File: src/rtl/dsc_pkg.sv
package dsc_pkg;

  typedef enum logic [2:0] {
    ST_IDLE,
    ST_PRE,
    ST_CROW,
    ST_CCOL,
    ST_VROW,
    ST_VCOL,
    ST_REF
  } phase_e;

  // Cycles for one CPU word: one row cycle plus three column cycles,
  // preceded by the precharge time when the access is not sequential.
  function automatic int unsigned word_cycles(bit seq, int unsigned pre_len);
    return (seq ? 0 : pre_len) + 4;
  endfunction

  // Cycles the memory is busy for one video burst.
  function automatic int unsigned burst_cycles(int unsigned row_len, int unsigned beats);
    return row_len + beats;
  endfunction

endpackage

File: src/rtl/dsc_ref_timer.sv
module dsc_ref_timer #(
  parameter int REF_INTERVAL = 250
) (
  input  logic clk,
  input  logic rst_n,
  input  logic ref_start,
  output logic ref_pend
);
  localparam int CW = (REF_INTERVAL > 1) ? $clog2(REF_INTERVAL) : 1;

  logic [CW-1:0] tick_cnt;
  logic          ref_tick;

  assign ref_tick = (tick_cnt == CW'(REF_INTERVAL - 1));

  always_ff @(posedge clk) begin
    if (!rst_n) begin
      tick_cnt <= '0;
      ref_pend <= 1'b0;
    end else begin
      tick_cnt <= ref_tick ? '0 : tick_cnt + 1'b1;
      ref_pend <= (ref_pend & ~ref_start) | ref_tick;
    end
  end

  // a refresh that has been started is no longer pending next cycle
  a_r7_pend_clears: assert property (@(posedge clk) disable iff (!rst_n)
    (ref_start && !ref_tick) |=> !ref_pend);

endmodule

File: src/rtl/dsc_row_track.sv
module dsc_row_track #(
  parameter int ADDR_W = 22,
  parameter int COL_W  = 9
) (
  input  logic              clk,
  input  logic              rst_n,
  input  logic              word_done,
  input  logic [ADDR_W-1:0] done_addr,
  input  logic              invalidate,
  input  logic [ADDR_W-1:0] cand_addr,
  output logic              cand_seq
);
  localparam int ROW_W = ADDR_W - COL_W;

  logic [ADDR_W-1:0] last_addr;
  logic              open_ok;
  logic [ADDR_W-1:0] ref_addr;
  logic              ref_ok;
  logic [ADDR_W-1:0] next_addr;

  always_ff @(posedge clk) begin
    if (!rst_n) begin
      last_addr <= '0;
      open_ok   <= 1'b0;
    end else if (invalidate) begin
      open_ok   <= 1'b0;
    end else if (word_done) begin
      open_ok   <= 1'b1;
      last_addr <= done_addr;
    end
  end

  // bypass the word finishing this cycle so back-to-back words see it
  assign ref_addr  = word_done ? done_addr : last_addr;
  assign ref_ok    = word_done | open_ok;
  assign next_addr = ref_addr + 1'b1;
  assign cand_seq  = ref_ok && (cand_addr == next_addr) &&
                     (cand_addr[ADDR_W-1 -: ROW_W] == ref_addr[ADDR_W-1 -: ROW_W]);

  // refresh or burst start forgets the open row
  a_r9_row_forgotten: assert property (@(posedge clk) disable iff (!rst_n)
    invalidate |=> !cand_seq);

endmodule

File: src/rtl/dsc_sequencer.sv
module dsc_sequencer
  import dsc_pkg::*;
#(
  parameter int ADDR_W    = 22,
  parameter int BURST_LEN = 17,
  parameter int VROW_LEN  = 2,
  parameter int PRE_LEN   = 2,
  parameter int REF_LEN   = 4
) (
  input  logic              clk,
  input  logic              rst_n,
  input  logic              cpu_req,
  input  logic              cpu_long,
  input  logic              cpu_we,
  input  logic [ADDR_W-1:0] cpu_addr,
  input  logic              vid_req,
  input  logic [ADDR_W-2:0] vid_addr,
  input  logic              ref_pend,
  input  logic              cand_seq,
  output logic [ADDR_W-1:0] cand_addr,
  output logic              word_done,
  output logic [ADDR_W-1:0] done_addr,
  output logic              row_drop,
  output logic              ref_start,
  output logic              cpu_ack,
  output logic              vid_valid,
  output logic              vid_done,
  output logic              ras_n,
  output logic              cas_n,
  output logic              we_n,
  output logic              mux_col,
  output logic [ADDR_W-1:0] mem_addr
);
  localparam int CCOL_LEN    = int'(word_cycles(1'b1, 0)) - 1;
  localparam int BURST_TOTAL = int'(burst_cycles(VROW_LEN, BURST_LEN));
  localparam int M1      = (BURST_LEN > REF_LEN) ? BURST_LEN : REF_LEN;
  localparam int M2      = (PRE_LEN > VROW_LEN) ? PRE_LEN : VROW_LEN;
  localparam int M3      = (M1 > M2) ? M1 : M2;
  localparam int CNT_MAX = (M3 > CCOL_LEN) ? M3 : CCOL_LEN;
  localparam int CNT_W   = $clog2(CNT_MAX + 1);
  localparam int VC_W    = $clog2(BURST_TOTAL + 2);

  phase_e            st, st_n;
  logic [CNT_W-1:0]  cnt, cnt_n;
  logic              half_q, half_n;
  logic [ADDR_W-2:0] vbase;
  logic              vdone_q;

  logic fin_ccol, fin_vcol, fin_ref, decide;
  logic cpu_more, cpu_elig, vid_elig, vid_start;
  logic [ADDR_W-1:0] cur_addr;

  // events of the current cycle, named for the assertions
  assign fin_ccol = (st == ST_CCOL) && (cnt == CNT_W'(CCOL_LEN - 1));
  assign fin_vcol = (st == ST_VCOL) && (cnt == CNT_W'(BURST_LEN - 1));
  assign fin_ref  = (st == ST_REF)  && (cnt == CNT_W'(REF_LEN - 1));
  assign decide   = (st == ST_IDLE) || fin_ccol || fin_vcol || fin_ref;

  assign cpu_more = fin_ccol && cpu_long && !half_q;
  assign cpu_elig = cpu_req && (!fin_ccol || cpu_more);
  assign vid_elig = vid_req && !fin_vcol;

  assign ref_start = decide && ref_pend;
  assign vid_start = decide && !ref_pend && vid_elig;
  assign row_drop  = ref_start || vid_start;

  assign half_n    = fin_ccol ? cpu_more : half_q;
  assign cur_addr  = cpu_addr + {{(ADDR_W-1){1'b0}}, half_q};
  assign cand_addr = cpu_addr + {{(ADDR_W-1){1'b0}}, half_n};
  assign word_done = fin_ccol;
  assign done_addr = cur_addr;

  always_comb begin
    st_n  = st;
    cnt_n = cnt + 1'b1;
    if (decide) begin
      cnt_n = '0;
      if (ref_pend)      st_n = ST_REF;
      else if (vid_elig) st_n = ST_VROW;
      else if (cpu_elig) st_n = cand_seq ? ST_CROW : ST_PRE;
      else               st_n = ST_IDLE;
    end else begin
      unique case (st)
        ST_PRE: if (cnt == CNT_W'(PRE_LEN - 1)) begin
          st_n  = ST_CROW;
          cnt_n = '0;
        end
        ST_CROW: begin
          st_n  = ST_CCOL;
          cnt_n = '0;
        end
        ST_VROW: if (cnt == CNT_W'(VROW_LEN - 1)) begin
          st_n  = ST_VCOL;
          cnt_n = '0;
        end
        default: ;
      endcase
    end
  end

  always_ff @(posedge clk) begin
    if (!rst_n) begin
      st      <= ST_IDLE;
      cnt     <= '0;
      half_q  <= 1'b0;
      vbase   <= '0;
      vdone_q <= 1'b0;
    end else begin
      st      <= st_n;
      cnt     <= cnt_n;
      half_q  <= half_n;
      vdone_q <= fin_vcol;
      if (vid_start) vbase <= vid_addr;
    end
  end

  always_comb begin
    ras_n    = 1'b1;
    cas_n    = 1'b1;
    mux_col  = 1'b0;
    mem_addr = '0;
    unique case (st)
      ST_PRE:  mem_addr = cur_addr;
      ST_CROW: begin
        ras_n    = 1'b0;
        mem_addr = cur_addr;
      end
      ST_CCOL: begin
        ras_n    = 1'b0;
        cas_n    = 1'b0;
        mux_col  = 1'b1;
        mem_addr = cur_addr;
      end
      ST_VROW: begin
        ras_n    = 1'b0;
        mem_addr = {vbase, 1'b0};
      end
      ST_VCOL: begin
        ras_n    = 1'b0;
        cas_n    = 1'b0;
        mux_col  = 1'b1;
        mem_addr = {vbase, 1'b0} + ADDR_W'({cnt, 1'b0});
      end
      ST_REF: begin
        cas_n = 1'b0;
        ras_n = (cnt == '0);
      end
      default: ;
    endcase
  end

  assign cpu_ack   = fin_ccol;
  assign vid_valid = (st == ST_VCOL);
  assign vid_done  = vdone_q;
  assign we_n      = !(cpu_we && st == ST_CCOL);

  // cycles spent on the current burst, for the bound check
  logic [VC_W-1:0] vcyc;
  always_ff @(posedge clk) begin
    if (!rst_n)                             vcyc <= '0;
    else if (st_n == ST_VROW && vid_start)  vcyc <= VC_W'(1);
    else if (st == ST_VROW || st == ST_VCOL) vcyc <= vcyc + 1'b1;
    else                                    vcyc <= '0;
  end

  a_r1_ack_single: assert property (@(posedge clk) disable iff (!rst_n)
    cpu_ack |=> !cpu_ack);

  a_r11_col_after_row: assert property (@(posedge clk) disable iff (!rst_n)
    (st == ST_CCOL && cnt == '0) |-> $past(st == ST_CROW));

  a_r4_beats_after_row: assert property (@(posedge clk) disable iff (!rst_n)
    $rose(vid_valid) |-> $past(st == ST_VROW));

  a_r4_done_after_last: assert property (@(posedge clk) disable iff (!rst_n)
    vid_done |-> (!vid_valid && $past(vid_valid)));

  a_r4_burst_bound: assert property (@(posedge clk) disable iff (!rst_n)
    (st == ST_VROW || st == ST_VCOL) |-> (vcyc <= VC_W'(BURST_TOTAL)));

  a_r5_video_wins: assert property (@(posedge clk) disable iff (!rst_n)
    (decide && !ref_pend && vid_req && cpu_req && !fin_vcol) |=> (st == ST_VROW));

  a_r8_ref_waits_burst: assert property (@(posedge clk) disable iff (!rst_n)
    (st == ST_VCOL && ref_pend && !fin_vcol) |=> (st == ST_VCOL));

endmodule

File: src/rtl/dram_share_ctrl.sv
module dram_share_ctrl #(
  parameter int ADDR_W       = 22,
  parameter int COL_W        = 9,
  parameter int BURST_LEN    = 17,
  parameter int VROW_LEN     = 2,
  parameter int PRE_LEN      = 2,
  parameter int REF_LEN      = 4,
  parameter int REF_INTERVAL = 250
) (
  input  logic              clk,
  input  logic              rst_n,
  input  logic              cpu_req,
  input  logic              cpu_long,
  input  logic              cpu_we,
  input  logic [ADDR_W-1:0] cpu_addr,
  output logic              cpu_ack,
  output logic              cpu_wait,
  input  logic              vid_req,
  input  logic [ADDR_W-2:0] vid_addr,
  output logic              vid_valid,
  output logic              vid_done,
  output logic              ras_n,
  output logic              cas_n,
  output logic              we_n,
  output logic              mux_col,
  output logic [ADDR_W-1:0] mem_addr
);
  logic              ref_pend, ref_start, cand_seq, word_done, row_drop;
  logic [ADDR_W-1:0] cand_addr, done_addr;

  dsc_ref_timer #(.REF_INTERVAL(REF_INTERVAL)) u_timer (
    .clk(clk), .rst_n(rst_n), .ref_start(ref_start), .ref_pend(ref_pend)
  );

  dsc_row_track #(.ADDR_W(ADDR_W), .COL_W(COL_W)) u_rows (
    .clk(clk), .rst_n(rst_n), .word_done(word_done), .done_addr(done_addr),
    .invalidate(row_drop), .cand_addr(cand_addr), .cand_seq(cand_seq)
  );

  dsc_sequencer #(
    .ADDR_W(ADDR_W), .BURST_LEN(BURST_LEN), .VROW_LEN(VROW_LEN),
    .PRE_LEN(PRE_LEN), .REF_LEN(REF_LEN)
  ) u_seq (
    .clk(clk), .rst_n(rst_n),
    .cpu_req(cpu_req), .cpu_long(cpu_long), .cpu_we(cpu_we), .cpu_addr(cpu_addr),
    .vid_req(vid_req), .vid_addr(vid_addr),
    .ref_pend(ref_pend), .cand_seq(cand_seq),
    .cand_addr(cand_addr), .word_done(word_done), .done_addr(done_addr),
    .row_drop(row_drop), .ref_start(ref_start),
    .cpu_ack(cpu_ack), .vid_valid(vid_valid), .vid_done(vid_done),
    .ras_n(ras_n), .cas_n(cas_n), .we_n(we_n), .mux_col(mux_col),
    .mem_addr(mem_addr)
  );

  assign cpu_wait = cpu_req & ~cpu_ack;

  // the CPU is told to wait while its word is outstanding
  a_r10_wait_while_pending: assert property (@(posedge clk) disable iff (!rst_n)
    (cpu_req && !cpu_ack) |-> cpu_wait);

endmodule

File: config.mk
export PLATFORM = sky130hd
export DESIGN_NAME = dram_share_ctrl
export DESIGN_NICKNAME = d
export VERILOG_FILES = /design/src/rtl/dsc_pkg.sv /design/src/rtl/dsc_ref_timer.sv /design/src/rtl/dsc_row_track.sv /design/src/rtl/dsc_sequencer.sv /design/src/rtl/dram_share_ctrl.sv
export SDC_FILE = /design/constraint.sdc
export NUM_CORES = 1
export LEC_CHECK = 0
export CAP_MARGIN = 10
export CORE_MARGIN = 3
export CORE_UTILIZATION = 51
export CTS_BUF_LIST = sky130_fd_sc_hd__clkbuf_4
export DETAILED_ROUTE_END_ITERATION = 16
export PLACE_DENSITY_LB_ADDON = 0.25
export SLEW_MARGIN = 5
export SYNTH_ARGS = -nofsm -noshare
export SYNTH_HDL_FRONTEND = slang
export SYNTH_HIERARCHICAL = 1
export SYNTH_SLANG_ARGS = --single-unit
File: constraint.sdc
create_clock -name clk -period 3.6 [get_ports clk]
set_clock_uncertainty 0.1 [all_clocks]
set_input_delay 0.72 -clock clk [delete_from_list [all_inputs] [get_ports clk]]
set_output_delay 0.72 -clock clk [all_outputs]
set_load 0.05 [all_outputs]
== Word level (Yosys, flattened, before mapping) ==
Index checks and enable logic that the tools add are counted.

* Flip-flop bits (word level): 63
* Logic and storage cells: 88
* ROM bits: 0
* Bits in latches: 0
* Output and inout bits: 30
* Memories: 0
* Input port bits: 49
* Memory bits (writable): 0

* Eq/ne operators: 15
* Add/sub/neg operators: 6
* Reduce and logical (&&, ||, !) cells: 35
* Bitwise operators: 7
* Shift operators: 0
* Div/mod/pow operators: 0
* Mux-type cells: 16
* Magnitude comparators: 0
* $mul: 0

{| class="wikitable"
|+ Operators by type and width
! kind !! number
|-
| 22-bit case mux with 3 select lines || 1
|-
| 22-bit by 1-bit adder with 22-bit output || 2
|-
| 22-bit by 1-bit adder with 22-bit output, second input constant || 1
|-
| 22-bit by 6-bit adder with 22-bit output || 1
|-
| 22-bit equality test || 1
|-
| 22-bit two-way mux || 1
|-
| 3-bit two-way mux || 6
|-
| 13-bit equality test || 1
|-
| 1-bit logical AND || 13
|-
| 5-bit by 2-bit equality test with 1-bit output, second input constant || 2
|-
| 5-bit case mux with 2 select lines || 1
|-
| 2-bit OR reduction || 5
|-
| 3-bit equality test, second input constant || 3
|-
| 3-bit case mux with 3 select lines || 1
|-
| 8-bit by 1-bit adder with 8-bit output, second input constant || 1
|-
| 8-bit equality test, second input constant || 1
|-
| 3-bit by 2-bit equality test with 1-bit output, second input constant || 2
|-
| 3-bit by 1-bit inequality test with 1-bit output, second input constant || 2
|-
| 3-bit OR reduction || 2
|-
| 5-bit by 1-bit adder with 5-bit output, second input constant || 1
|-
| 5-bit by 1-bit equality test with 1-bit output, second input constant || 1
|-
| 5-bit equality test, second input constant || 1
|-
| 1-bit logical NOT || 5
|-
| 5-bit logical NOT || 1
|-
| other kinds (13) || 23
|}

== Longest topological paths before layout ==
Gate-level depths: netlist of the first run.

* Depth after elaboration: 14
* Mapped depth: 18
* Mapped depth without buffers: 17

== Cells and area by module ==
The synthesis of the first run kept the hierarchy.

{| class="wikitable"
|+ By module, submodules not included
! module !! sequential area each (um^2) !! instances !! cells an instance !! area an instance (um^2)
|-
| dsc_sequencer || 620.6 || 1 || 394 || 3055.4
|-
| dsc_row_track || 460.4 || 1 || 218 || 1819.2
|-
| dsc_ref_timer || 180.2 || 1 || 46 || 397.9
|-
| dram_share_ctrl || 0.0 || 1 || 1 || 13.8
|}

== Worst setup path after synthesis of the first run ==
No wires, ideal clock.

* Path type: register to register
* Start point: reg u_seq.cnt[2]
* End point: reg u_seq.st[1]
* Setup time: 0.070 ns
* Clock period less this slack: 4.355 ns
* Arrival: 4.186 ns
* Setup slack: -0.755 ns
* Path buffers: 4
* Cell stages (with the launch flop): 18
* Data required time: 3.430 ns
* Cells stage by stage: dfxtp_1 > nor3_1 > and3_1 > buf_4 > buf_6 > buf_6 > clkbuf_1 > mux2_2 > ha_1 > nand4b_1 > a221oi_2 > nand2_1 > a311o_1 > a2bb2oi_1 > and4_1 > a41oi_1 > or2_2 > a21oi_1

* Elaborated cells on any way between the ends: 35
* Classes of those cells: add/sub (2); eq/ne (8); mux (7); bitwise (1); reduce/logical (17)

{| class="wikitable"
|+ RTL lines
! element !! line !! RTL
|-
| start, declared || dsc_sequencer.sv:44 || <nowiki>logic [CNT_W-1:0] cnt, cnt_n;</nowiki>
|-
| start signal, assigned || dsc_sequencer.sv:110 || <nowiki>cnt <= cnt_n;</nowiki>
|-
| 5-bit by 2-bit equality test with 1-bit output || dsc_sequencer.sv:54 || <nowiki>assign fin_ccol = (st == ST_CCOL) && (cnt == CNT_W'(CCOL_LEN - 1));</nowiki>
|-
| 1-bit logical AND || dsc_sequencer.sv:54 ||
|-
| net cpu_ack || dram_share_ctrl.sv:16 || <nowiki>output logic cpu_ack,</nowiki>
|-
| 22-bit two-way mux || dsc_row_track.sv:34 || <nowiki>assign ref_addr = word_done ? done_addr : last_addr;</nowiki>
|-
| net u_rows.ref_addr[1] || dsc_row_track.sv:17 || <nowiki>logic [ADDR_W-1:0] ref_addr;</nowiki>
|-
| 22-bit by 1-bit adder with 22-bit output || dsc_row_track.sv:36 || <nowiki>assign next_addr = ref_addr + 1'b1;</nowiki>
|-
| 22-bit equality test || dsc_row_track.sv:37 || <nowiki>assign cand_seq = ref_ok && (cand_addr == next_addr) &&</nowiki>
|-
| 1-bit logical AND (2 in series) || dsc_row_track.sv:37 ||
|-
| net cand_seq || dram_share_ctrl.sv:28 || <nowiki>logic ref_pend, ref_start, cand_seq, word_done, row_drop;</nowiki>
|-
| 2-bit two-way mux || dsc_sequencer.sv:80 || <nowiki>else if (cpu_elig) st_n = cand_seq ? ST_CROW : ST_PRE;</nowiki>
|-
| 3-bit two-way mux || dsc_sequencer.sv:80 ||
|-
| 3-bit two-way mux || dsc_sequencer.sv:79 || <nowiki>else if (vid_elig) st_n = ST_VROW;</nowiki>
|-
| 3-bit two-way mux || dsc_sequencer.sv:78 || <nowiki>if (ref_pend) st_n = ST_REF;</nowiki>
|-
| 3-bit two-way mux || dsc_sequencer.sv:76 || <nowiki>if (decide) begin</nowiki>
|-
| end signal, assigned || dsc_sequencer.sv:109 || <nowiki>st <= st_n;</nowiki>
|-
| end, declared || dsc_sequencer.sv:43 || <nowiki>phase_e st, st_n;</nowiki>
|}

The timed path passes the listed nets, and every way through them passes these cells.
A chain may end at the register's enable or synchronous reset.

== Final worst setup path of the first run ==
* Start point: reg u_seq.cnt[4]
* End point: reg u_seq.st[1]

* Word-level cells in the longest chain between the ends: 14
* Elaborated cells on any way between the ends: 35
* Classes of those cells: add/sub (2); eq/ne (8); mux (7); bitwise (1); reduce/logical (17)

{| class="wikitable"
|+ RTL lines
! element !! line !! RTL
|-
| 5-bit by 2-bit equality test with 1-bit output * || dsc_sequencer.sv:54 ||
|-
| 1-bit logical AND * || dsc_sequencer.sv:54 ||
|-
| 1-bit logical AND (2 in series) || dsc_sequencer.sv:59 || <nowiki>assign cpu_more = fin_ccol && cpu_long && !half_q;</nowiki>
|-
| 1-bit two-way mux * || dsc_sequencer.sv:67 || <nowiki>assign half_n = fin_ccol ? cpu_more : half_q;</nowiki>
|-
| net u_seq.half_n || dsc_sequencer.sv:45 || <nowiki>logic half_q, half_n;</nowiki>
|-
| 22-bit by 1-bit adder with 22-bit output * || dsc_sequencer.sv:69 || <nowiki>assign cand_addr = cpu_addr + {{(ADDR_W-1){1'b0}}, half_n};</nowiki>
|-
| net cand_addr[2] || dram_share_ctrl.sv:29 || <nowiki>logic [ADDR_W-1:0] cand_addr, done_addr;</nowiki>
|-
| 22-bit equality test * || dsc_row_track.sv:37 ||
|-
| 1-bit logical AND * (2 in series) || dsc_row_track.sv:37 ||
|-
| net cand_seq || dram_share_ctrl.sv:28 ||
|-
| 2-bit two-way mux * || dsc_sequencer.sv:80 ||
|-
| 3-bit two-way mux * || dsc_sequencer.sv:80 ||
|-
| 3-bit two-way mux * || dsc_sequencer.sv:79 ||
|-
| 3-bit two-way mux * || dsc_sequencer.sv:78 ||
|-
| 3-bit two-way mux * || dsc_sequencer.sv:76 ||
|}

Mark *: on every way through the listed nets, which the timed path passes. The rest lies on a longest branch.

==> summary by stage, run 1 <==
Synth
After synthesis, the share of flip-flops with an asynchronous set or reset is 0%. After synthesis, the largest family of logic cells by area is simple AND/OR/NAND/NOR gates. Of the post-synthesis cell area, the part taken by muxes is around 9.1%. The share of the synthesized area in compound gates (AO/OA/AOI/OAI) is roughly an eighth.

After Yosys synthesis, XOR and XNOR cells account for ~15% of the synthesized area. The count of flip-flops with a built-in enable after synthesis is 0. Summing every instance area after synthesis gives approximately 0.0053 mm^2.

The share of synthesized cell area in and, or, nand and nor gates is 30.4%. The register area share after synthesis is between 20% and 30%. Summing the areas of all fa, ha and maj instances in the mapped netlist gives between 4 and 5% of the synthesized area. The most used flip-flop cell after synthesis is sky130_fd_sc_hd__dfxtp_1.

A synthesized cell averages 8.02 um^2. The number of warning messages in the yosys log is 6. The flip-flop and latch count after synthesis is 63. Synthesis produced a netlist whose cell count is about 660. The number of different library cells used by synthesis comes to 65. The post-synthesis net count is 725.

Power
In this run the power density over the cells is ~270 mW/mm^2. Sequential cells burn 37.2% of the power. The switching power is roughly 0.00073 W.

The leakage component of the power is approximately 3.2 nW. The internal power is 0.00133 W. The worst IR drop on VDD is a little under 0.2 mV. The share of power burned in combinational logic is a little under two fifths. The fraction of power spent switching nets is 35.5%. The design draws between 0.002 and 0.0025 W. The clock network burns around a quarter of the power.

STA
At the pin with the least slew margin, the transition time is about 960 ps. The worst pin sits at a relative slew slack of 35.7%. Across all setup checks in the final design, the least slack found is -109 ps. Counting I/O delays and the setup requirement, the final critical path takes approximately 3700 ps. The final-report hold violation count is 0. The part of the cycle the worst path needs is 103%.

Setup repair after global routing could not meet its margin everywhere. Setup violations remaining at the end of the flow were counted as 5. The number of pins exceeding their max-slew limit in the final report is 0. The fmax is approximately 0.27 GHz.

Floorplanning
Measured along the x axis, the die boundary spans ~110 um. The die covers roughly 0.012 mm^2. The number of placed I/O pins is 79. The initial standard-cell utilization of the core is between 50% and 60%.

The core region is between 0.009 and 0.01 mm^2. In this run the vertical extent of the chip is around 110 um. The initialized floorplan defines 36 standard-cell rows.

Critical path
Walking the worst path, the cells encountered are nor3_4, and3_4, mux2_4, ha_4, buf_6, ha_4, xor2_2, xor2_1, xnor2_1, nor4_1, buf_4, nand4_1, nor3_2, and4_4, a41oi_2, or2_4, a21oi_2. The worst setup path is captured at a register. Along the worst path, the maximum fanout reaches 4. STA classifies the critical path startpoint as a register. The data arrival time of the worst path is 3970 ps. For this design, the slowest cell found on the critical path is sky130_fd_sc_hd__dfxtp_2. In this design, the stage delay of the slowest critical-path cell is 350 ps. The setup path with the least slack is of type reg2reg.

The cell seen most often among critical-path stages is sky130_fd_sc_hd__ha_4. The data required time of the critical path is 3870 ps.

Route
The violation count after the first detailed-routing iteration is around 430. For this block, the routed nets add up to 17800 um of wire. For this run, design rule violations remaining after detail routing come to 0. After detailed routing, the average wire length per cell comes to between 15 and 20 um.

The first detailed-routing pass ran for 5 iterations. The total via count in the routed design is about 5700. The number of nets still failing antenna checks after routing is 0. Dividing the detail-routed via count by the number of cells gives approximately 5.8.

Global route
The first-pass GRT wire length is roughly 28000 um. The pin count of the biggest net entering global routing is ~50. The number of global-route vias before repair was roughly 5700.

The number of antenna violations at the first check in global routing is 0. The total overflow left after global routing is 0. The overall fraction of global-route tracks in use is between 20% and 30%.

Clock tree
The clock tree synthesis step divided the H-tree into 3 levels. The number of clock buffers added by TritonCTS is 9. The clock net in this run drives a total of 63 sinks. The later pin in the worst-skew pair is clocked with a latency of between 400 and 500 ps. The cell sitting at the root of the clock tree is a sky130_fd_sc_hd__clkbuf_4. The number of hold-repair buffers added at the cts stage is 0.

The clock-pin slew of the registers on the worst-case setup and hold paths is around 130 ps. The CTS tree is built. The maximum count of clock buffers along a single path is 2.

Finish
The share of layout cells above drive strength 1 is approximately 30%. The number of nets in the layout is 914. The final core utilization is between 70 and 80%. From synthesis to final layout, the design area changed by 47.1%. The diode insertion count for antenna repair is 0.

Run status
The flow ran to the end, but the final reports show violations. The checks that failed: setup timing.

Place
At the end of routability-driven placement, the weighted congestion stood at approximately 0.96. Buffers placed on the I/O ports in this run total slightly below 80. The worst setup slack after placement is -805 ps. The half-perimeter wire length after detailed placement is 12900 um.

Flow run
The reported max-cap violation count is 0.

Min path
The worst hold path belongs to the class reg2reg.
Yosys cell counts, drive strengths merged (3+ instances only):
| cell type | instances | area [um^2] |
|---|---|---|
| nand2 | 121 | 454 |
| dfxtp | 63 | 1260 |
| xnor2 | 48 | 420 |
| mux2i | 43 | 430 |
| xor2 | 42 | 368 |
| nor2 | 37 | 139 |
| nand3 | 28 | 140 |
| o21ai | 22 | 110 |
| clkbuf | 20 | 75.1 |
| a21boi | 18 | 135 |
| nand4 | 18 | 138 |
| ha | 16 | 200 |
| nor3 | 16 | 96.4 |
| and3 | 15 | 93.8 |
| buf | 14 | 116 |
| a21oi | 12 | 71.3 |
| and2 | 11 | 68.8 |
| inv | 11 | 41.3 |
| a22o | 10 | 87.6 |
| nand4b | 9 | 109 |
| nor2b | 9 | 63.8 |
| nand2b | 7 | 43.8 |
| nand3b | 7 | 52.6 |
| or3 | 6 | 42.5 |
| a31oi | 4 | 25.0 |
| mux2 | 4 | 48.8 |
| o211ai | 4 | 30.0 |
| or2 | 4 | 25.0 |
| a211oi | 3 | 22.5 |
| a21o | 3 | 22.5 |
| and4bb | 3 | 37.5 |
logic make-up (layout without fill, tap and decap cells):
logic type,count (synthesis),count (layout)
adders and majority gates,17,17
and+or+nand+nor,303,303
AOI/OAI and AO/OA,94,94
DFF,63,63
muxes,47,47
buffers and inverters,45,239
xor gates and xnor gates,90,90
final cells by class:
class | instances | area, um^2
flip-flops and latches | 63 | 1270
clock inverters | 4 | 55.1
well taps | 133 | 166
repair buffers | 212 | 2040
inverters | 11 | 41.3
clock buffers | 12 | 90.1
fillers | 718 | 2130
multi-input cells | 551 | 4120
power by group through the flow:
stage,Clock [W],Sequential (W),Combinational (W)
detailed placement,0,0.000783,0.000717
CTS,0.000542,0.000768,0.000738
finish,0.000536,0.000771,0.000762
global route,0.000559,0.000775,0.000805
floorplan,0,0.000777,0.000386
global placement,0,0.000780,0.000703
flip-flops by register name, indices dropped and copies added, names as in the netlist:
name,flops
u_seq/st,3
u_timer/tick_cnt,8
u_timer/ref_pend,1
u_seq/vid_done,1
u_rows/open_ok,1
u_seq/vbase,21
u_seq/cnt,5
u_rows/last_addr,22
u_seq/half_q,1
cell usage in the layout, fill, tap and decap left out, types with 6 or more instances in the layout:
| master | instances |
|---|---|
| sky130_fd_sc_hd__buf_6 | 8 |
| sky130_fd_sc_hd__nand3b_1 | 7 |
| sky130_fd_sc_hd__nand4_1 | 14 |
| sky130_fd_sc_hd__nand4b_1 | 7 |
| sky130_fd_sc_hd__nor2_1 | 34 |
| sky130_fd_sc_hd__nor3_1 | 8 |
| sky130_fd_sc_hd__buf_12 | 22 |
| sky130_fd_sc_hd__buf_4 | 127 |
| sky130_fd_sc_hd__inv_1 | 10 |
| sky130_fd_sc_hd__a21oi_1 | 9 |
| sky130_fd_sc_hd__clkbuf_4 | 12 |
| sky130_fd_sc_hd__clkdlybuf4s50_1 | 44 |
| sky130_fd_sc_hd__nand3_1 | 28 |
| sky130_fd_sc_hd__mux2i_1 | 41 |
| sky130_fd_sc_hd__xnor2_1 | 47 |
| sky130_fd_sc_hd__and2_1 | 9 |
| sky130_fd_sc_hd__nor2b_1 | 6 |
| sky130_fd_sc_hd__o21ai_0 | 18 |
| sky130_fd_sc_hd__dfxtp_1 | 58 |
| sky130_fd_sc_hd__a22o_1 | 8 |
| sky130_fd_sc_hd__nand2b_1 | 7 |
| sky130_fd_sc_hd__ha_4 | 6 |
| sky130_fd_sc_hd__nand2_1 | 119 |
| sky130_fd_sc_hd__ha_1 | 8 |
| sky130_fd_sc_hd__and3_1 | 11 |
| sky130_fd_sc_hd__a21boi_0 | 18 |
| sky130_fd_sc_hd__xor2_1 | 39 |
metal layers:
metal	global-route usage, %	vias to the layer above	wire, um
li1	-	2699	-
met1	37.0	2722	7240
met2	52.5	247	8930
met3	3.78	43	1210
met4	11.8	0	454
met5	0	-	0
repair_timing:
item                       4_1_cts  5_1_grt
buffers inserted                10       15
pin swaps                       26       35
setup endpoints to repair       16       15
resized for setup               51       30
per-stage QoR:
stage	cells	instance area, um^2	hold WS (ps)	setup TNS [ps]
final	986	7780	378	-308
after global routing	986	7780	417	-1070
after CTS	971	7540	377	-86.9
after detailed placement	945	7110	362	-2920
after global placement	945	7110	346	-2850
after floorplan	659	5340	333	-75.4
critical path: cells and delay by family (launching register included):
kind	cells	cell delay, ps
AO/OA/AOI/OAI	2	210
XOR/XNOR	3	430
AND/OR/NAND/NOR	7	1600
multiplexers	1	320
buffers and inverters	2	280
flip-flops	1	350
adder cells (fa/ha/maj)	2	350
final timing paths:
| check | to | start | depth (start not counted) | slack (ps) |
|---|---|---|---|---|
| setup reg to reg | u_seq/st[1] | u_seq/cnt[4] | 17 | -110 |
| hold / removal | u_rows/last_addr[21] | u_rows/last_addr[21] | 2 | 380 |
| hold reg to reg | u_rows/last_addr[21] | u_rows/last_addr[21] | 2 | 380 |
| setup / recovery | u_seq/st[1] | u_seq/cnt[4] | 17 | -110 |
(Power assumes the default switching activity.)
==> run 2, diff against run 1 <==
Settings changed: CORE_UTILIZATION 51 to 52.
Clock period 3.6 ns to 3.5 ns, I/O delays scaled along.
==> summary by stage, run 2 (synthesis gave the netlist of run 1 again) <==
Floorplanning
The height of the die is 107 um (-0.91%). The placeable core area is 0.00982 mm^2 (-0.91%). The number of placed I/O pins is 79 (unchanged).

The horizontal die dimension was 107 um (-0.91%). The initial standard-cell utilization of the core is 53.8% (+0.49 points). The die area is 0.0114 mm^2 (-1.8%). The number of standard-cell rows in the floorplan is 36 (unchanged).

Critical path
The element type at the critical path start is a register. In this run the critical register-to-register path is captured at u_seq/st[1]. The critical path goes through inv_2, ha_2, and3_4, mux2_4, ha_4, and3_4, buf_4, nand3_1, xnor2_1, xnor2_1, nand4b_1, o31ai_1, a2bb2oi_1, and4_4, a41oi_2, or2_4, a21oi_2.

The data arrival time of the worst path was 3900 ps (-70 ps). The maximum fanout along the worst path is 4 (unchanged). The data required time of the critical path was 3770 ps (-100 ps). The total stage count of the critical path is 17 (unchanged).

The stage delay of the slowest cell on the critical path is 370 ps (+20 ps). The worst reg2reg path startpoint is u_seq/cnt[0]. The path depth of the worst reg2reg path came to 17 (unchanged).

The count of buffering cells on the critical path with inverters included is 2 (unchanged). The category of the critical setup timing path is reg2reg. The worst reg-to-reg setup slack is -130 ps (-20 ps). The slowest cell on the critical path is sky130_fd_sc_hd__xnor2_1. The kind of cell adding the most delay to the critical path is simple AND/OR/NAND/NOR gates. The type of destination of the critical path is a register.

Clock tree
The H-tree level count is 3 (unchanged). The CTS buffer count is 9 (unchanged). The maximum count of clock buffers along a single path is 2 (unchanged). The number of hold-repair buffers added at the cts stage is 0 (unchanged). The cell chosen for the clock root is sky130_fd_sc_hd__clkbuf_4. The clock sink total is 63 (unchanged). The CTS tree is built. The clock-pin slew of the registers on the worst-case setup and hold paths is 120 ps (about the same). The source-to-sink clock delay at the later pin of the worst-skew pair is 440 ps (+20 ps).

Min path
The startpoint identified for the worst hold timing path is u_rows/last_addr[21]. The worst hold path depth came to 2 (unchanged). The worst hold path belongs to the class reg2reg. The endpoint of the worst hold-timing path is u_rows/last_addr[21].

Global route
The pin count of the biggest net entering global routing is 43 (-16%). The met3 routing resource usage after global routing is 5.54% (+1.8 points). The final global-route overflow total is 0 (unchanged). met2 is the most crowded layer. The global-route track usage on met1 is 40.9% (+3.9 points).

The overall fraction of global-route tracks in use came to 31.1% (+1.2 points). The number of antenna violations at the first check in global routing came to 0 (unchanged). The met2 track utilization from global routing is 51.3% (-1.2 points).

The number of global-route vias before repair was 5586 (-2.4%). The first-pass GRT wire length is 28300 um (+2.2%).

STA
The number of pins exceeding their max-slew limit in the final report was 0 (unchanged). Setup repair after global routing could not meet its margin everywhere. The least setup slack across all paths after layout was -130 ps (-20.2 ps). The measured slew at the worst slew-check pin is 1070 ps (+112 ps). The fmax is 0.276 GHz (+2.2%). The final setup violation count is 4 (-1). The part of the cycle the worst path needs came to 104% (+0.66 points).

The headroom to the max-slew limit came to 28.2% (-7.5 points). The final-report hold violation count was 0 (unchanged). The final critical path time including I/O delays and setup is 3630 ps (-79.8 ps).

The final worst hold slack is 389 ps (+10.7 ps). The total negative setup slack was -373 ps (-64.9 ps).

Route
The overall routed net length was 18300 um (+2.8%). The number of nets still failing antenna checks after routing is 0 (unchanged). The number of iterations in the first detailed-routing pass is 5 (unchanged). The violation count after the first detailed-routing iteration came to 465 (+9.2%). The final routed wire length divided by cell count is 18.5 um (+2.0%). The vias per cell came to 5.78 (-0.13%). The DRC violation count after routing is 0 (unchanged).

The total via count in the routed design was 5750 (+0.68%).

Finish
The flip-flop count of the largest register, all copies and words added is 22 (unchanged). The number of fill cells in the layout is 636 (-11%). The number of nets in the layout is 922 (+0.88%). The library cells used most frequently in the layout, excluding fill and tap cells, are sky130_fd_sc_hd__buf_4 (133), sky130_fd_sc_hd__nand2_1 (119), sky130_fd_sc_hd__dfxtp_1 (58).

The diode insertion count for antenna repair is 0 (unchanged). The layout overhead on the synthesized area is 50.7%. The commonest non-fill, non-tap cell in the layout is sky130_fd_sc_hd__buf_4. The final core utilization came to 81.1% (+2.7 points). The register with the highest flop count is u_rows/last_addr. The share of layout cells above drive strength 1 is 32.4% (+2.7 points). The largest registers in the layout are u_rows/last_addr: 22 flops, u_seq/vbase: 21 flops, u_timer/tick_cnt: 8 flops.

Run status
The run finished, with violations left. The checks that failed: setup timing.

Flow run
The reported max-cap violation count came to 0 (unchanged).

Place
The port buffer count came to 78 (unchanged). The weighted congestion reported at the end of routability-driven placement is 0.997 (+4.0%). The half-perimeter wire length after detailed placement came to 13000 um (+1.1%).

Power
The worst IR drop on VDD is 0.356 mV (+79%). The leakage component of the power was 3.32 nW (+2.9%). The total power per unit cell area is 268 mW/mm^2 (+0.70%).
-- run 2: repair_timing --
| action | CTS | global route |
|---|---|---|
| pin swaps | 32 | 35 |
| setup buffers | 17 | 13 |
| resized for setup | 55 | 42 |
| setup endpoints to repair | 20 | 19 |
| hold endpoints to repair | 0 | 0 |
-- run 2: layer usage --
layer	vias up	routed length, um
met1	2740	7790
met3	47	1380
met4	0	614
met2	262	8560
met5	-	0
li1	2701	-
-- run 2: layout make-up --
type | count | area [um^2] | area share, %
flip-flops and latches | 63 | 1270 | 15.9
well taps | 133 | 166 | 2.09
clock buffers | 9 | 67.6 | 0.848
clock inverters | 7 | 73.8 | 0.927
repair buffers | 220 | 2120 | 26.6
inverters | 11 | 41.3 | 0.518
multi-input cells | 551 | 4230 | 53.1
-- run 2: power breakdown --
group	switching, W	total [W]	internal [W]
clock network	0.000319	0.000535	0.000216
registers	0.0000398	0.000793	0.000753
logic	0.000422	0.000806	0.000384
total	0.000781	0.00213	0.00135
-- run 2: how the worst max path moves through the flow --
stage	start	endpoint	slack [ps]
2_1_floorplan	u_seq/st[2]	u_seq/st[1]	-140
3_3_place_gp	cpu_addr[3]	u_seq/st[1]	-790
3_5_place_dp	cpu_addr[0]	u_seq/st[1]	-810
4_1_cts	u_seq/cnt[0]	mem_addr[21]	-110
5_1_grt	u_seq/cnt[0]	u_seq/st[1]	-230
6_report	u_seq/cnt[0]	u_seq/st[1]	-130
-- run 2: through the flow --
step / cell area, um^2 / worst slack, ps / power, W / cells
after floorplan: 5360 / -144 / 0.00120 / 659
after global placement: 7160 / -789 / 0.00153 / 948
after detailed placement: 7160 / -812 / 0.00155 / 948
after CTS: 7660 / -109 / 0.00211 / 981
after global routing: 7970 / -228 / 0.00221 / 994
final: 7970 / -130 / 0.00213 / 994
-- run 2: worst reg2reg max path: stages, from the launching register on --
cell	delay (ps)
sky130_fd_sc_hd__dfxtp_2	350
sky130_fd_sc_hd__inv_2	50
sky130_fd_sc_hd__ha_2	170
sky130_fd_sc_hd__and3_4	200
sky130_fd_sc_hd__mux2_4	330
sky130_fd_sc_hd__ha_4	180
sky130_fd_sc_hd__and3_4	170
sky130_fd_sc_hd__buf_4	150
sky130_fd_sc_hd__nand3_1	90
sky130_fd_sc_hd__xnor2_1	120
sky130_fd_sc_hd__xnor2_1	370
sky130_fd_sc_hd__nand4b_1	140
sky130_fd_sc_hd__o31ai_1	100
sky130_fd_sc_hd__a2bb2oi_1	290
sky130_fd_sc_hd__and4_4	280
sky130_fd_sc_hd__a41oi_2	110
sky130_fd_sc_hd__or2_4	250
sky130_fd_sc_hd__a21oi_2	100
==> run 3, diff against run 2 <==
Settings changed: TNS_END_PERCENT set to 5.
==> summary by stage, run 3 (synthesis gave the netlist of run 1 again) <==
Finish
The diode insertion count for antenna repair is 0 (unchanged). The number of fill cells in the layout is 711 (+12%). In the layout the commonest cells are sky130_fd_sc_hd__buf_4 (133), sky130_fd_sc_hd__nand2_1 (120), sky130_fd_sc_hd__dfxtp_1 (58). The final core utilization is 78.6% (-2.6 points). The largest registers in the layout are u_rows/last_addr: 22 flops, u_seq/vbase: 21 flops, u_timer/tick_cnt: 8 flops. The layout overhead on the synthesized area is 45.9%. The flip-flop count of the largest register, all copies and words added came to 22 (unchanged).

The number of nets in the layout is 915 (-0.76%). The commonest non-fill, non-tap cell in the layout is sky130_fd_sc_hd__buf_4. The share of layout cells above drive strength 1 is 28.9% (-3.5 points). The final instance count without filler cells is 985 (-0.91%). The register with the most flip-flops in the final layout is u_rows/last_addr.

Clock tree
The source-to-sink clock delay at the later pin of the worst-skew pair was 430 ps (about the same). The tree is rooted in a sky130_fd_sc_hd__clkbuf_4. The clock sink total came to 63 (unchanged).

The CTS tree is built. The number of hold-repair buffers added at the cts stage is 0 (unchanged). The CTS buffer count is 9 (unchanged). The maximum count of clock buffers along a single path came to 2 (unchanged). The H-tree level count was 3 (unchanged). The clock-pin slew of the registers on the worst-case setup and hold paths is 100 ps (-20 ps).

Run status
The final reports fail on setup timing. The run finished, with violations left.

Route
The number of iterations in the first detailed-routing pass was 5 (unchanged). The DRC violation count after routing is 0 (unchanged). The overall routed net length is 17000 um (-7.2%). The vias per cell is 5.70 (-1.5%). The total via count in the routed design is 5615 (-2.3%). The final routed wire length divided by cell count came to 17.3 um (-6.3%). The violation count after the first detailed-routing iteration was 363 (-22%).

The number of nets still failing antenna checks after routing is 0 (unchanged).

Power
The worst IR drop on VDD was 0.197 mV (-45%). The total power per unit cell area came to 275 mW/mm^2 (+2.6%). The overall power after layout is 0.00212 W (-0.60%). The leakage component of the power is 3.17 nW (-4.5%).

Critical path
The count of buffering cells on the critical path with inverters included came to 5 (+3). The maximum fanout along the worst path is 6 (+2). The cell family contributing the most delay on the critical path is simple AND/OR/NAND/NOR gates.

The element type at the critical path start is an input port. The data required time of the critical path is 3730 ps (-40 ps). The type of destination of the critical path is a register. For this design, the slowest cell found on the critical path is sky130_fd_sc_hd__clkdlybuf4s50_1.

The stage delay of the slowest cell on the critical path came to 500 ps (+130 ps). The data arrival time of the worst path was 3930 ps (+30 ps). Traced cell by cell, the critical path runs through clkdlybuf4s50_1, and3_4, nand4_1, buf_4, nor3_4, xnor2_1, inv_1, buf_4, nand4_1, nor2_1, or3_1, a211oi_2, a311o_1, and4_1, inv_1, a41o_1, and3_1. The critical path is of the in2reg type.

Floorplanning
The placeable core area was 0.00982 mm^2 (unchanged). The horizontal die dimension came to 107 um (unchanged). The die area was 0.0114 mm^2 (unchanged). The initial standard-cell utilization of the core is 53.8% (unchanged).

The number of placed I/O pins was 79 (unchanged). The height of the die was 107 um (unchanged). The number of standard-cell rows in the floorplan is 36 (unchanged).

STA
The least setup slack across all paths after layout is -207 ps (-77.4 ps). The headroom to the max-slew limit is 41.1% (+13 points). The final-report hold violation count is 0 (unchanged). The number of pins exceeding their max-slew limit in the final report is 0 (unchanged).

Setup repair after global routing could not meet its margin everywhere. The fmax is 0.270 GHz (-2.1%). The measured slew at the worst slew-check pin is 870 ps (-204 ps). The final setup violation count is 13 (+9). The part of the cycle the worst path needs is 106% (+2.2 points). The final critical path time including I/O delays and setup is 3710 ps (+77.4 ps).

Global route
The number of antenna violations at the first check in global routing is 0 (unchanged). The number of global-route vias before repair is 5610 (+0.43%). The final global-route overflow total was 0 (unchanged). The first-pass GRT wire length is 27300 um (-3.4%). The overall fraction of global-route tracks in use is 30.1% (-0.99 points). The pin count of the biggest net entering global routing is 45 (+4.7%).

Place
The cell count after placement was 943 (-0.53%). The worst setup slack after placement is -908 ps (-96.4 ps). The weighted congestion reported at the end of routability-driven placement is 0.915 (-8.2%). The port buffer count was 78 (unchanged).

The half-perimeter wire length after detailed placement is 12400 um (-4.4%).

Flow run
The reported max-cap violation count is 0 (unchanged).

Min path
The worst min-delay path category is reg2reg.
run 3: per-stage QoR:
step / hold slack (ps) / instance area, um^2 / TNS (ps)
2_1_floorplan: 333 / 5330 / -359
3_3_place_gp: 346 / 7080 / -3010
3_5_place_dp: 363 / 7080 / -3290
4_1_cts: 384 / 7610 / -785
5_1_grt: 420 / 7710 / -2420
6_report: 387 / 7710 / -985
run 3: final timing paths:
kind,depth (start not counted),endpoint,slack (ps),startpoint
setup reg to reg,16,u_seq/st[0],-200,u_seq/st[2]
hold / removal,2,u_rows/last_addr[21],390,u_rows/last_addr[21]
hold reg to reg,2,u_rows/last_addr[21],390,u_rows/last_addr[21]
setup / recovery,17,u_seq/st[0],-210,cpu_addr[2]
run 3: tightest hold or removal path, cell delays in order (launching register included):
cell and delay (ps):
sky130_fd_sc_hd__dfxtp_1 330, sky130_fd_sc_hd__nand2_1 50, sky130_fd_sc_hd__a21boi_0 70
run 3: layer usage:
metal  track usage [%]  part of all wire (%)  vias to the layer above
met3              5.00                   6.2                       49
met4              11.5                   3.3                        0
met1              36.9                    42                     2656
met5                 0                     0                        -
met2              52.6                    49                      222
li1                  -                     -                     2688
run 3: layout make-up:
class                   instances  area (um^2)  area share, %
clock buffers                   9         67.6          0.876
clock inverters                 5         75.1          0.973
inverters                      11         41.3          0.535
multi-input cells             551         4070           52.7
flip-flops and latches         63         1270           16.4
well taps                     133          166           2.16
repair buffers                213         2030           26.3
run 3: power by group:
part	internal (W)	leakage, nW	switching, W
sequential	0.000753	0.515	0.0000377
combinational	0.000366	2.58	0.000402
clock	0.000277	0.0730	0.000285
run 3: what timing repair did:
item / CTS / global route
endpoints found under the setup margin: 18 / 19
buffers inserted: 27 / 1
pin swaps: 29 / 21
gates resized for setup: 42 / 23
